[config.mk]
export PLATFORM = sky130hd
export DESIGN_NAME = score_keeper
export DESIGN_NICKNAME = d
export VERILOG_FILES = /design/src/rtl/score_pkg.sv /design/src/rtl/score_arb.sv /design/src/rtl/score_ctr.sv /design/src/rtl/score_keeper.sv
export SDC_FILE = /design/constraint.sdc
export NUM_CORES = 1
export LEC_CHECK = 0
export ABC_AREA = 0
export BUFFER_PORTS_ARGS = -buffer_cell sky130_fd_sc_hd__buf_2
export CAP_MARGIN = 30
export CORE_MARGIN = 3
export CORE_UTILIZATION = 35
export DETAILED_ROUTE_END_ITERATION = 10
export HOLD_SLACK_MARGIN = 0.06
export SYNTH_ARGS = -nofsm -noshare
export SYNTH_HDL_FRONTEND = slang
export SYNTH_HIERARCHICAL = 1
export SYNTH_SLANG_ARGS = --single-unit
export TNS_END_PERCENT = 10
[constraint.sdc]
create_clock -name clk_i -period 4.1 [get_ports clk_i]
set_input_delay 0.615 -clock clk_i [delete_from_list [all_inputs] [get_ports clk_i]]
set_output_delay 0.615 -clock clk_i [all_outputs]
set_load 0.02 [all_outputs]
[src/rtl/score_pkg.sv]
package score_pkg;
  typedef enum logic [1:0] {
    ACT_NONE = 2'd0,
    ACT_INC  = 2'd1,
    ACT_DEC  = 2'd2,
    ACT_END  = 2'd3
  } act_e;
endpackage

[src/rtl/score_arb.sv]
module score_arb
  import score_pkg::*;
(
  input  logic hit_i,
  input  logic miss_i,
  input  logic zero_i,
  input  logic over_i,
  output act_e act_o
);
  always_comb begin
    act_o = ACT_NONE;
    if (!over_i) begin
      if (hit_i)       act_o = ACT_INC;  // hit wins over a simultaneous miss
      else if (miss_i) act_o = zero_i ? ACT_END : ACT_DEC;
    end
  end

  always_comb begin
    if (over_i) assert_frozen_R6: assert (act_o == ACT_NONE);
  end
endmodule

[src/rtl/score_ctr.sv]
module score_ctr
  import score_pkg::*;
#(
  parameter int unsigned SCORE_W = 8
) (
  input  logic               clk_i,
  input  logic               rst_ni,
  input  logic               clr_i,
  input  act_e               act_i,
  output logic [SCORE_W-1:0] score_o,
  output logic               zero_o
);
  localparam logic [SCORE_W-1:0] SCORE_MAX = {SCORE_W{1'b1}};

  logic [SCORE_W-1:0] score_q;

  always_ff @(posedge clk_i or negedge rst_ni) begin
    if (!rst_ni) begin
      score_q <= '0;
    end else if (clr_i) begin
      score_q <= '0;
    end else begin
      unique case (act_i)
        ACT_INC: if (score_q != SCORE_MAX) score_q <= score_q + 1'b1;
        ACT_DEC: if (score_q != '0)        score_q <= score_q - 1'b1;
        default: ;
      endcase
    end
  end

  assign score_o = score_q;
  assign zero_o  = (score_q == '0);

  assert_no_overflow_R3: assert property (@(posedge clk_i) disable iff (!rst_ni)
    (!clr_i && act_i == ACT_INC && score_o == SCORE_MAX) |=> score_o == SCORE_MAX);
  assert_inc_R2: assert property (@(posedge clk_i) disable iff (!rst_ni)
    (!clr_i && act_i == ACT_INC && score_o != SCORE_MAX) |=> score_o == $past(score_o) + 1'b1);
  assert_dec_R4: assert property (@(posedge clk_i) disable iff (!rst_ni)
    (!clr_i && act_i == ACT_DEC) |=> score_o == $past(score_o) - 1'b1);
  assert_clear_R7: assert property (@(posedge clk_i) disable iff (!rst_ni)
    clr_i |=> score_o == '0);
endmodule

[src/rtl/score_keeper.sv]
module score_keeper
  import score_pkg::*;
#(
  parameter int unsigned SCORE_W = 8
) (
  input  logic               clk_i,
  input  logic               rst_ni,
  input  logic               restart_i,
  input  logic               hit_i,
  input  logic               miss_i,
  output logic [SCORE_W-1:0] score_o,
  output logic               game_over_o
);
  act_e act;
  logic zero;
  logic over_q;

  score_arb u_arb (
    .hit_i  (hit_i),
    .miss_i (miss_i),
    .zero_i (zero),
    .over_i (over_q),
    .act_o  (act)
  );

  score_ctr #(.SCORE_W(SCORE_W)) u_ctr (
    .clk_i   (clk_i),
    .rst_ni  (rst_ni),
    .clr_i   (restart_i),
    .act_i   (act),
    .score_o (score_o),
    .zero_o  (zero)
  );

  always_ff @(posedge clk_i or negedge rst_ni) begin
    if (!rst_ni)              over_q <= 1'b0;
    else if (restart_i)       over_q <= 1'b0;
    else if (act == ACT_END)  over_q <= 1'b1;
  end

  assign game_over_o = over_q;

  assert_end_R5: assert property (@(posedge clk_i) disable iff (!rst_ni)
    (!game_over_o && !restart_i && miss_i && !hit_i && score_o == '0)
      |=> game_over_o && score_o == '0);
  assert_hold_R6: assert property (@(posedge clk_i) disable iff (!rst_ni)
    (game_over_o && !restart_i) |=> game_over_o && $stable(score_o));
  assert_restart_R7: assert property (@(posedge clk_i) disable iff (!rst_ni)
    restart_i |=> !game_over_o);
  assert_hit_wins_R8: assert property (@(posedge clk_i) disable iff (!rst_ni)
    (!game_over_o && !restart_i && hit_i && miss_i) |=> !game_over_o);
endmodule

# == Word level (Yosys, flattened, before mapping) ==
# Index checks and enable logic that the tools add are counted.
# totals
output_inout_bits,9
regBits,9
# classes
n_addsub,2
n_reduce_logical,5
eq_ne,6
muxes,10
# op_table
operator,count
two-way mux 8 bit,3
one-hot mux 8 bit (2 select lines),1
adder 8 x 1 -> 8 bit (second input constant),1
zero test 8 bit,1
!= test 8 bit (second input constant),1
nonzero test 8 bit,1
subtractor 8 x 1 -> 8 bit (second input constant),1
two-way mux 2 bit,3
!= test 3 x 2 -> 1 bit (second input constant),2
equality test 2 bit (second input constant),2
two-way mux 1 bit,3
AND reduction 3 bit,1
nonzero test 3 bit,1
equality test 2 x 1 -> 1 bit (second input constant),1
nonzero test 2 bit,1

# == Depth between registers and ports, before layout ==
# Gate-level depths: netlist of the first run.
# depth
ltp_word,8
depth_mapped,14
mapped_depth_nobuf,12

# == By module ==
# Netlist of the first run, hierarchy kept.
# by_module_without_submodules
module,area_per_inst_um2,n_inst,cells_each,seq_area_each_um2
score_ctr,733.2,1,83,200.2
score_keeper,33.8,1,3,25.0
score_arb,21.3,1,3,0.0

# == Worst setup path after synthesis of the first run ==
# Ideal clock, no wire load.
# synth_timing
path_kind,reg-to-reg
start,"register u_ctr.score_q[3], in the netlist u_ctr/score_o[3]"
end,"register u_ctr.score_q[6], in the netlist u_ctr/score_o[6]"
stages_incl_launch_ff,13
t_arrival_ns,3.040
setup_slack_ns,0.919
required_time_ns,3.959
setup_time_ns,0.141
cell_sequence,dfrtp_1 > or4_4 > nor3_1 > a21oi_1 > nor2_1 > nand2b_4 > inv_1 > buf_2 > ha_1 > and3_2 > o311a_1 > a211oi_1 > o221ai_1
# synth_via
elab_chain_cells,8
# synth_lines
item,line,source
start: declaration,score_ctr.sv:15,logic [SCORE_W-1:0] score_q;
start signal: assignment,score_ctr.sv:24,ACT_INC: if (score_q != SCORE_MAX) score_q <= score_q + 1'b1;
start signal: assignment,score_ctr.sv:25,ACT_DEC: if (score_q != '0) score_q <= score_q - 1'b1;
zero test 8 bit (*),score_ctr.sv:32,assign zero_o = (score_q == '0);
net zero,score_keeper.sv:15,logic zero;
two-way mux 1 bit (*),score_arb.sv:14,else if (miss_i) act_o = zero_i ? ACT_END : ACT_DEC;
two-way mux 2 bit (*),score_arb.sv:14,
two-way mux 2 bit (*),score_arb.sv:13,if (hit_i) act_o = ACT_INC;
two-way mux 2 bit (*),score_arb.sv:12,if (!over_i) begin
net act[0],score_keeper.sv:14,act_e act;
equality test 2 bit or equality test 2 x 1 -> 1 bit (tied branches),score_ctr.sv:23,unique case (act_i)
!= test 3 x 2 -> 1 bit (no line) (tied with other cells),-,
AND reduction 3 bit (no line) or two-way mux 8 bit (tied branches),-,
# The timed path passes the listed nets; every way through them passes the cells marked *. The select of a mux whose other input is x is not followed.
# A chain may end at the register's enable or synchronous reset.

# == Worst setup path in the final report of the first run ==
# layout_timing
start,"register u_ctr.score_q[3], in the netlist u_ctr/score_o[3]"
end,"register u_ctr.score_q[7], in the netlist u_ctr/score_o[7]"
# Same word-level chain as after synthesis.

==> summary.txt, run 1 <==
Status: finished clean
# hold bufs at CTS: 0
Setup_tns: 0 ns
Final Hold Vio Count: 0
Global-route wire length before repair: 3.049 mm
WL/cell: 13.34 µm
Worst Setup End Kind: flop
Worst Path Arrival: 3.64 ns
Part of the power in registers: 33.9%
Final wirelength: 1.707 mm
Clock Root Buffer: clkbuf_4
Post-synth top flop: dfrtp_1
Fillers: 224
Cells along the critical path: or4_4 -> nor3_1 -> a21oi_1 -> nor2_1 -> nand2b_4 -> inv_1 -> ha_1 -> nand3_1 -> a2111oi_0 -> nor4_1 -> nor3_1
Top sig layer: met4
# diodes: 0
Most frequent cells in the layout: buf_2 (13), nor2_1 (9), dfrtp_1 (9)
Post-synthesis mux area share: 1.270%
Cell mode on critical path: nor3_1
XOR/XNOR Fraction of Synth Area: 8.889%
Cell with the largest stage delay on the worst path: a2111oi_0
Post-CTS sizing: 0
Sequential Area: 225.2 µm²
# rows: 16
Top area cells in the synthesized netlist: dfrtp_1 (29%), xnor2_1 (7.8%), ha_1 (6.3%)
DIE AREA: 2857 µm²
Die width: 53.46 µm
Sw power: 0.1858 mW
Most common cell after layout, fill and taps aside: buf_2
CTS tree: done
Post-Synth Simple-Gate Area: 27.46%
Startpoint class of the critical path: flop
Hold crit path type: input pin to asynchronous set/reset pin
Synth Area in Adders: 6.349%
Routability congestion estimate: 0.8024
Via count of the first global-routing pass: 674
Period utilization: 84.89%
DRT Pass-1 Iters: 4
Vias per inst: 5.398
Post-synth top area cell: dfrtp_1
Power Internal: 0.2311 mW
Core area: 2042 µm²
Number of synthesized flops with an enable pin: 0
Synth async-reset ratio: 100.0%
Unrepaired setup endpoints after global routing: false
Pre-CTS WS: 0.6778 ns
Net Sw Frac: 44.57%
Clock Pin Slew Worst Setup and Hold Paths: 0.06 ns
Static Leak: 0.3803 nW
Critical Path RT: 4.26 ns
Synthesized flop and latch total: 9
Mean Syn Cell Area: 8.857 µm²
Maximum vdd ir drop: 0.2953 mV
Power share of the clock group: 15.8%
Port Buf Inserts: 13
Initial antenna violation count: 0
Final Critical Period: 3.480 ns
GRT Util Overall: 14.68%
Final #Nets: 111
Power Dens Cells: 478.8 nW/µm²
Mapped Area: 788.3 µm²
Largest family of logic cells by synthesized area: simple AND/OR/NAND/NOR gates
Layout Utilization: 42.65%
Detailed-route via count: 691
Clock skew: 0.002727 ns
Setup ws final: 0.6195 ns
Layout cells sized above 1: 24.75%
Crit-path max FO: 15
Warnings from Yosys: 6
Synth Net Count: 98
Routed met1 length: 851 µm
Min Hold Slack: 0.1960 ns
Met2 wire length: 769 µm
Chip height: 53.46 µm
Library cells used by synthesis: 36
HPWL Detailed: 1.312 mm
Max-slew violations: 0
Iter 0 DRT Violations: 15
Complex-gate fraction of the synthesized area: 21.11%
P&R area growth vs syn: 10.48%
Post-CTS setup buffers: 0
Max-slew headroom: 44.58%
I/O pin cnt: 14
Initial core utilization: 38.60%
CP bufs+invs: 1
Clock tree buffer depth: 2
Total gr overflow: 0
Met3 wire length: 71 µm
CP peak stage delay: 0.71 ns
Worst-Margin Slew: 0.8103 ns
Peak Freq: 287.3 MHz
Largest net degree at the start of global routing: 16
Setup Crit Path Kind: flop to flop
Post-Syn Instances: 89
Top delay family on crit path: simple AND/OR/NAND/NOR gates
Multi-input logic area: 513.0 µm²
Share of the synthesized area in the top cell type: 28.57%
Remaining DRCs: 0
CTS Sinks: 9
Combinational power share: 50.3%
Final setup viols: 0
CTS H-Tree Depth: 1
Number of routed nets with antenna violations: 0
Num CTS Buffers: 3
Later-pin clock latency in the skew report: 0.25 ns
Post-synthesis sequential area ratio: 28.57%
Max-Cap Viols: 0
## sequential cells by signal, summed over array words and instances, names as in the netlist
register	count
game_over_o	1
u_ctr/score_o	8
## final cells by class
class,count,area share (%)
multi-input combinational,73,58.91
sequential,9,25.86
timing repair buffer,13,7.471
tap,27,3.879
clock buffer,4,3.017
inverter,2,0.8621
## Yosys cell counts, drive strengths merged, types with 2 or more instances
cell type,number
a211oi,3
nand2,4
o21ai,7
nor4,2
nand4,2
buf,4
a21oi,8
nor3,4
xnor2,7
dfrtp,9
nand3,4
ha,4
nor2,9
inv,2
nand2b,4
## worst register-to-register path, stage by stage (launching register included)
cell and delay, ns:
dfrtp_1 0.42, or4_4 0.57, nor3_1 0.17, a21oi_1 0.09, nor2_1 0.15, nand2b_4 0.17, inv_1 0.22, ha_1 0.48
nand3_1 0.10, a2111oi_0 0.71, nor4_1 0.09, nor3_1 0.22
## kinds of logic after synthesis
logic type,count (synthesis)
compound gates,24
mux,1
fa+ha+maj,4
buf+inv,7
flops,9
xor+xnor,8
simple gates,36
## power by group through the flow
stage               combinational (mW)  clock (mW)  sequential, mW
finish                           0.210      0.0660           0.141
global route                     0.232      0.0744           0.146
CTS                              0.209      0.0705           0.142
detailed placement               0.207           0           0.143
global placement                 0.206           0           0.143
floorplan                        0.163           0           0.147
## worst paths after layout
path / startpoint / endpoint / slack (ns) / cells after the start
worst max register to register: u_ctr/score_o[3]$_DFFE_PN0P_ / u_ctr/score_o[7]$_DFFE_PN0P_ / 0.62 / 11
worst min-delay path: rst_ni / u_ctr/score_o[5]$_DFFE_PN0P_ / 0.20 / 1
max in group asynchronous: rst_ni / game_over_o$_DFFE_PN0P_ / 3.73 / 1
worst min register to register: game_over_o$_DFFE_PN0P_ / game_over_o$_DFFE_PN0P_ / 0.57 / 2
worst max-delay path: u_ctr/score_o[3]$_DFFE_PN0P_ / u_ctr/score_o[7]$_DFFE_PN0P_ / 0.62 / 11
min in group clk_i: game_over_o$_DFFE_PN0P_ / game_over_o$_DFFE_PN0P_ / 0.57 / 2
## stage by stage
step                      total power, mW  cells  cell area [µm²]
after CTS                          0.4209    128            870.8
after floorplan                    0.3104     89            788.3
after global placement             0.3483    124            844.6
final                              0.4169    128            870.8
after detailed placement           0.3499    124            844.6
after global routing               0.4519    128            870.8
## metal layers
layer | GRT usage (%) | up-vias
met3 | 2.535 | 2
met2 | 21.84 | 18
met4 | 6.383 | 0
met5 | 0 | -
li1 | - | 356
met1 | 20.41 | 315
No activity file was read; power rests on OpenSTA's default activity.
==> run 2: changes to the inputs <==
==> constraint.sdc (replaced) <==
create_clock -name clk_i -period 3.6 [get_ports clk_i]
set_input_delay 0.54 -clock clk_i [delete_from_list [all_inputs] [get_ports clk_i]]
set_output_delay 0.54 -clock clk_i [all_outputs]
set_load 0.02 [all_outputs]
==> run 2 against run 1 <==
Effect of this change:
- combinational power rose by 15%
- first-iteration DRC count is the same
- global-route usage up 1.3 points
- total power is 16% higher
- fmax up 4.3%
- via count rose by 5.1%
- clock skew is 0.00084 ns lower
- flip-flop and latch count is the same
- die area is the same
- worst setup slack lost 0.35 ns
- critical path depth did not move
- count of clock-buffer cells in the layout unchanged
- critical endpoint unchanged
==> summary.txt, run 2 (same netlist as run 1, synthesis figures left out) <==
End of the worst register-to-register path: u_ctr/score_o[7]$_DFFE_PN0P_ (unchanged)
Power Internal: 0.2646 mW (was 0.2311 mW)
Max-slew headroom: 38.64% (was 44.58%)
GRT Util Overall: 15.96% (was 14.68%)
Iter 0 DRT Violations: 15 (unchanged)
Final Hold Vio Count: 0 (unchanged)
Final #Nets: 112 (was 111)
DIE AREA: 2857 µm² (unchanged)
Power Dens Cells: 549.0 nW/µm² (was 478.8 nW/µm²)
Cell mode on critical path: nor3_1 (unchanged)
Critical Path RT: 3.77 ns (was 4.26 ns)
Worst Setup End Kind: flop (unchanged)
Net Sw Frac: 45.13% (was 44.57%)
Port Buf Inserts: 13 (unchanged)
Peak Freq: 299.8 MHz (was 287.3 MHz)
Number of routed nets with antenna violations: 0 (unchanged)
CP peak stage delay: 0.78 ns (was 0.71 ns)
Number of flip-flops under the largest register name: 8 (unchanged)
Clock Pin Slew Worst Setup and Hold Paths: 0.06 ns (about the same)
Hold crit path type: input pin to asynchronous set/reset pin (unchanged)
Detailed-route via count: 726 (was 691)
I/O pin cnt: 14 (unchanged)
Reg2Reg Depth: 11 (unchanged)
Setup Crit Path Kind: flop to flop (unchanged)
Die width: 53.46 µm (unchanged)
Final setup viols: 0 (unchanged)
Routability congestion estimate: 0.8341 (was 0.8024)
Remaining DRCs: 0 (unchanged)
DRT Pass-1 Iters: 4 (unchanged)
RR Startpoint: u_ctr/score_o[3]$_DFFE_PN0P_ (unchanged)
Clock Root Buffer: clkbuf_4 (unchanged)
Fillers: 227 (was 224)
Static Leak: 0.3857 nW (was 0.3803 nW)
Clock tree buffer depth: 2 (unchanged)
Final wirelength: 1.877 mm (was 1.707 mm)
Layout Utilization: 43.01% (was 42.65%)
Multi-input logic area: 513.0 µm² (unchanged)
Worst Path Arrival: 3.51 ns (was 3.64 ns)
Chip height: 53.46 µm (unchanged)
CTS Sinks: 9 (unchanged)
Global-route wire length before repair: 3.298 mm (was 3.049 mm)
Period utilization: 92.65% (was 84.89%)
Placed insts: 125 (was 124)
Maximum vdd ir drop: 0.2994 mV (was 0.2953 mV)
Part of the power in registers: 33.8% (was 33.9%)
Post-CTS setup buffers: 0 (unchanged)
# rows: 16 (unchanged)
Initial core utilization: 38.60% (unchanged)
Startpoint class of the critical path: flop (unchanged)
Via count of the first global-routing pass: 672 (was 674)
# hold bufs at CTS: 0 (unchanged)
Vias per inst: 5.628 (was 5.398)
P&R area growth vs syn: 11.43% (was 10.48%)
Largest net degree at the start of global routing: 13 (was 16)
Max-slew violations: 0 (unchanged)
CTS H-Tree Depth: 1 (unchanged)
Crit-path max FO: 6 (was 15)
Num CTS Buffers: 3 (unchanged)
Combinational power share: 50.2% (was 50.3%)
Min Hold Slack: 0.1240 ns (was 0.1960 ns)
Post-CTS sizing: 0 (unchanged)
Initial antenna violation count: 0 (unchanged)
R2R Setup Slk: 0.26 ns (was 0.62 ns)
HPWL Detailed: 1.429 mm (was 1.312 mm)
CTS tree: done (unchanged)
Max-Cap Viols: 0 (unchanged)
Power share of the clock group: 16.0% (was 15.8%)
Unrepaired setup endpoints after global routing: false (unchanged)
Cells along the critical path: or4_4 -> nor3_1 -> a21oi_1 -> nor2_1 -> nand2b_4 -> inv_1 -> ha_1 -> nand3_1 -> a2111oi_0 -> nor4_1 -> nor3_1 (unchanged)
Later-pin clock latency in the skew report: 0.26 ns (was 0.25 ns)
# diodes: 0 (unchanged)
Sw power: 0.2176 mW (was 0.1858 mW)
Worst-Margin Slew: 0.8972 ns (was 0.8103 ns)
Most common cell after layout, fill and taps aside: buf_2 (unchanged)
Cell with the largest stage delay on the worst path: a2111oi_0 (unchanged)
Final Critical Period: 3.335 ns (was 3.480 ns)
Clock skew: 0.001884 ns (was 0.002727 ns)
Most frequent cells in the layout: buf_2 (13), nor2_1 (9), dfrtp_1 (9) (unchanged)
Total gr overflow: 0 (unchanged)
Final std cells w/o fill: 129 (was 128)
Layout cells sized above 1: 25.49% (was 24.75%)
Setup_tns: 0 ns (unchanged)
WL/cell: 14.55 µm (was 13.34 µm)
Status: finished clean (unchanged)
Sequential Area: 225.2 µm² (unchanged)
Core area: 2042 µm² (unchanged)
-- run 2: cell count changes in the layout (fill, tap and decap cells not counted) --
cell / delta
buf_4: +1
-- run 2: area by class of cell --
| cell class | instances | share of cell area [%] |
|---|---|---|
| repair buffers | 14 | 8.262 |
| inverters | 2 | 0.8547 |
| clock buffers | 4 | 2.991 |
| flip-flops and latches | 9 | 25.64 |
| multi-input cells | 73 | 58.40 |
| well taps | 27 | 3.846 |
-- run 2: worst max path at each step --
stage	endpoint	slack, ns	cells after the start	startpoint
global route	u_ctr/score_o[7]$_DFFE_PN0P_	0.05	11	u_ctr/score_o[3]$_DFFE_PN0P_
CTS	u_ctr/score_o[7]$_DFFE_PN0P_	0.31	11	u_ctr/score_o[3]$_DFFE_PN0P_
detailed placement	u_ctr/score_o[7]$_DFFE_PN0P_	0.33	11	u_ctr/score_o[3]$_DFFE_PN0P_
floorplan	u_ctr/score_o[6]$_DFFE_PN0P_	0.42	12	u_ctr/score_o[3]$_DFFE_PN0P_
finish	u_ctr/score_o[7]$_DFFE_PN0P_	0.26	11	u_ctr/score_o[3]$_DFFE_PN0P_
global placement	u_ctr/score_o[7]$_DFFE_PN0P_	0.39	11	u_ctr/score_o[3]$_DFFE_PN0P_
-- run 2: critical path, delay by kind of cell, from the launching register on --
family                   cells  cell delay, ns
AO/OA/AOI/OAI                2            0.88
adder cells (fa/ha/maj)      1            0.39
AND/OR/NAND/NOR              7            1.46
flip-flops                   1            0.43
buffers and inverters        1            0.09
-- run 2: stage by stage --
step	total power [mW]	area [µm²]	setup slack, ns
6_report	0.4822	878.3	0.2646
5_1_grt	0.5205	878.3	0.05322
4_1_cts	0.4852	878.3	0.3131
3_5_place_dp	0.4047	852.1	0.3341
3_3_place_gp	0.4029	852.1	0.3924
2_1_floorplan	0.3535	788.3	0.4188
-- run 2: power groups by stage --
stage	clock [mW]	sequential (mW)	combinational, mW
global placement	0	0.162	0.241
CTS	0.0811	0.162	0.242
floorplan	0	0.168	0.186
global route	0.0835	0.169	0.268
detailed placement	0	0.164	0.241
finish	0.0772	0.163	0.242
-- run 2: layer usage --
metal / global-route usage (%) / up-vias / share of wire [%]
met3: 0.8451 / 4 / 3.5
met5: 0 / - / 0
met2: 24.08 / 15 / 45
met1: 22.79 / 353 / 50
met4: 7.660 / 0 / 1.7
li1: - / 354 / -
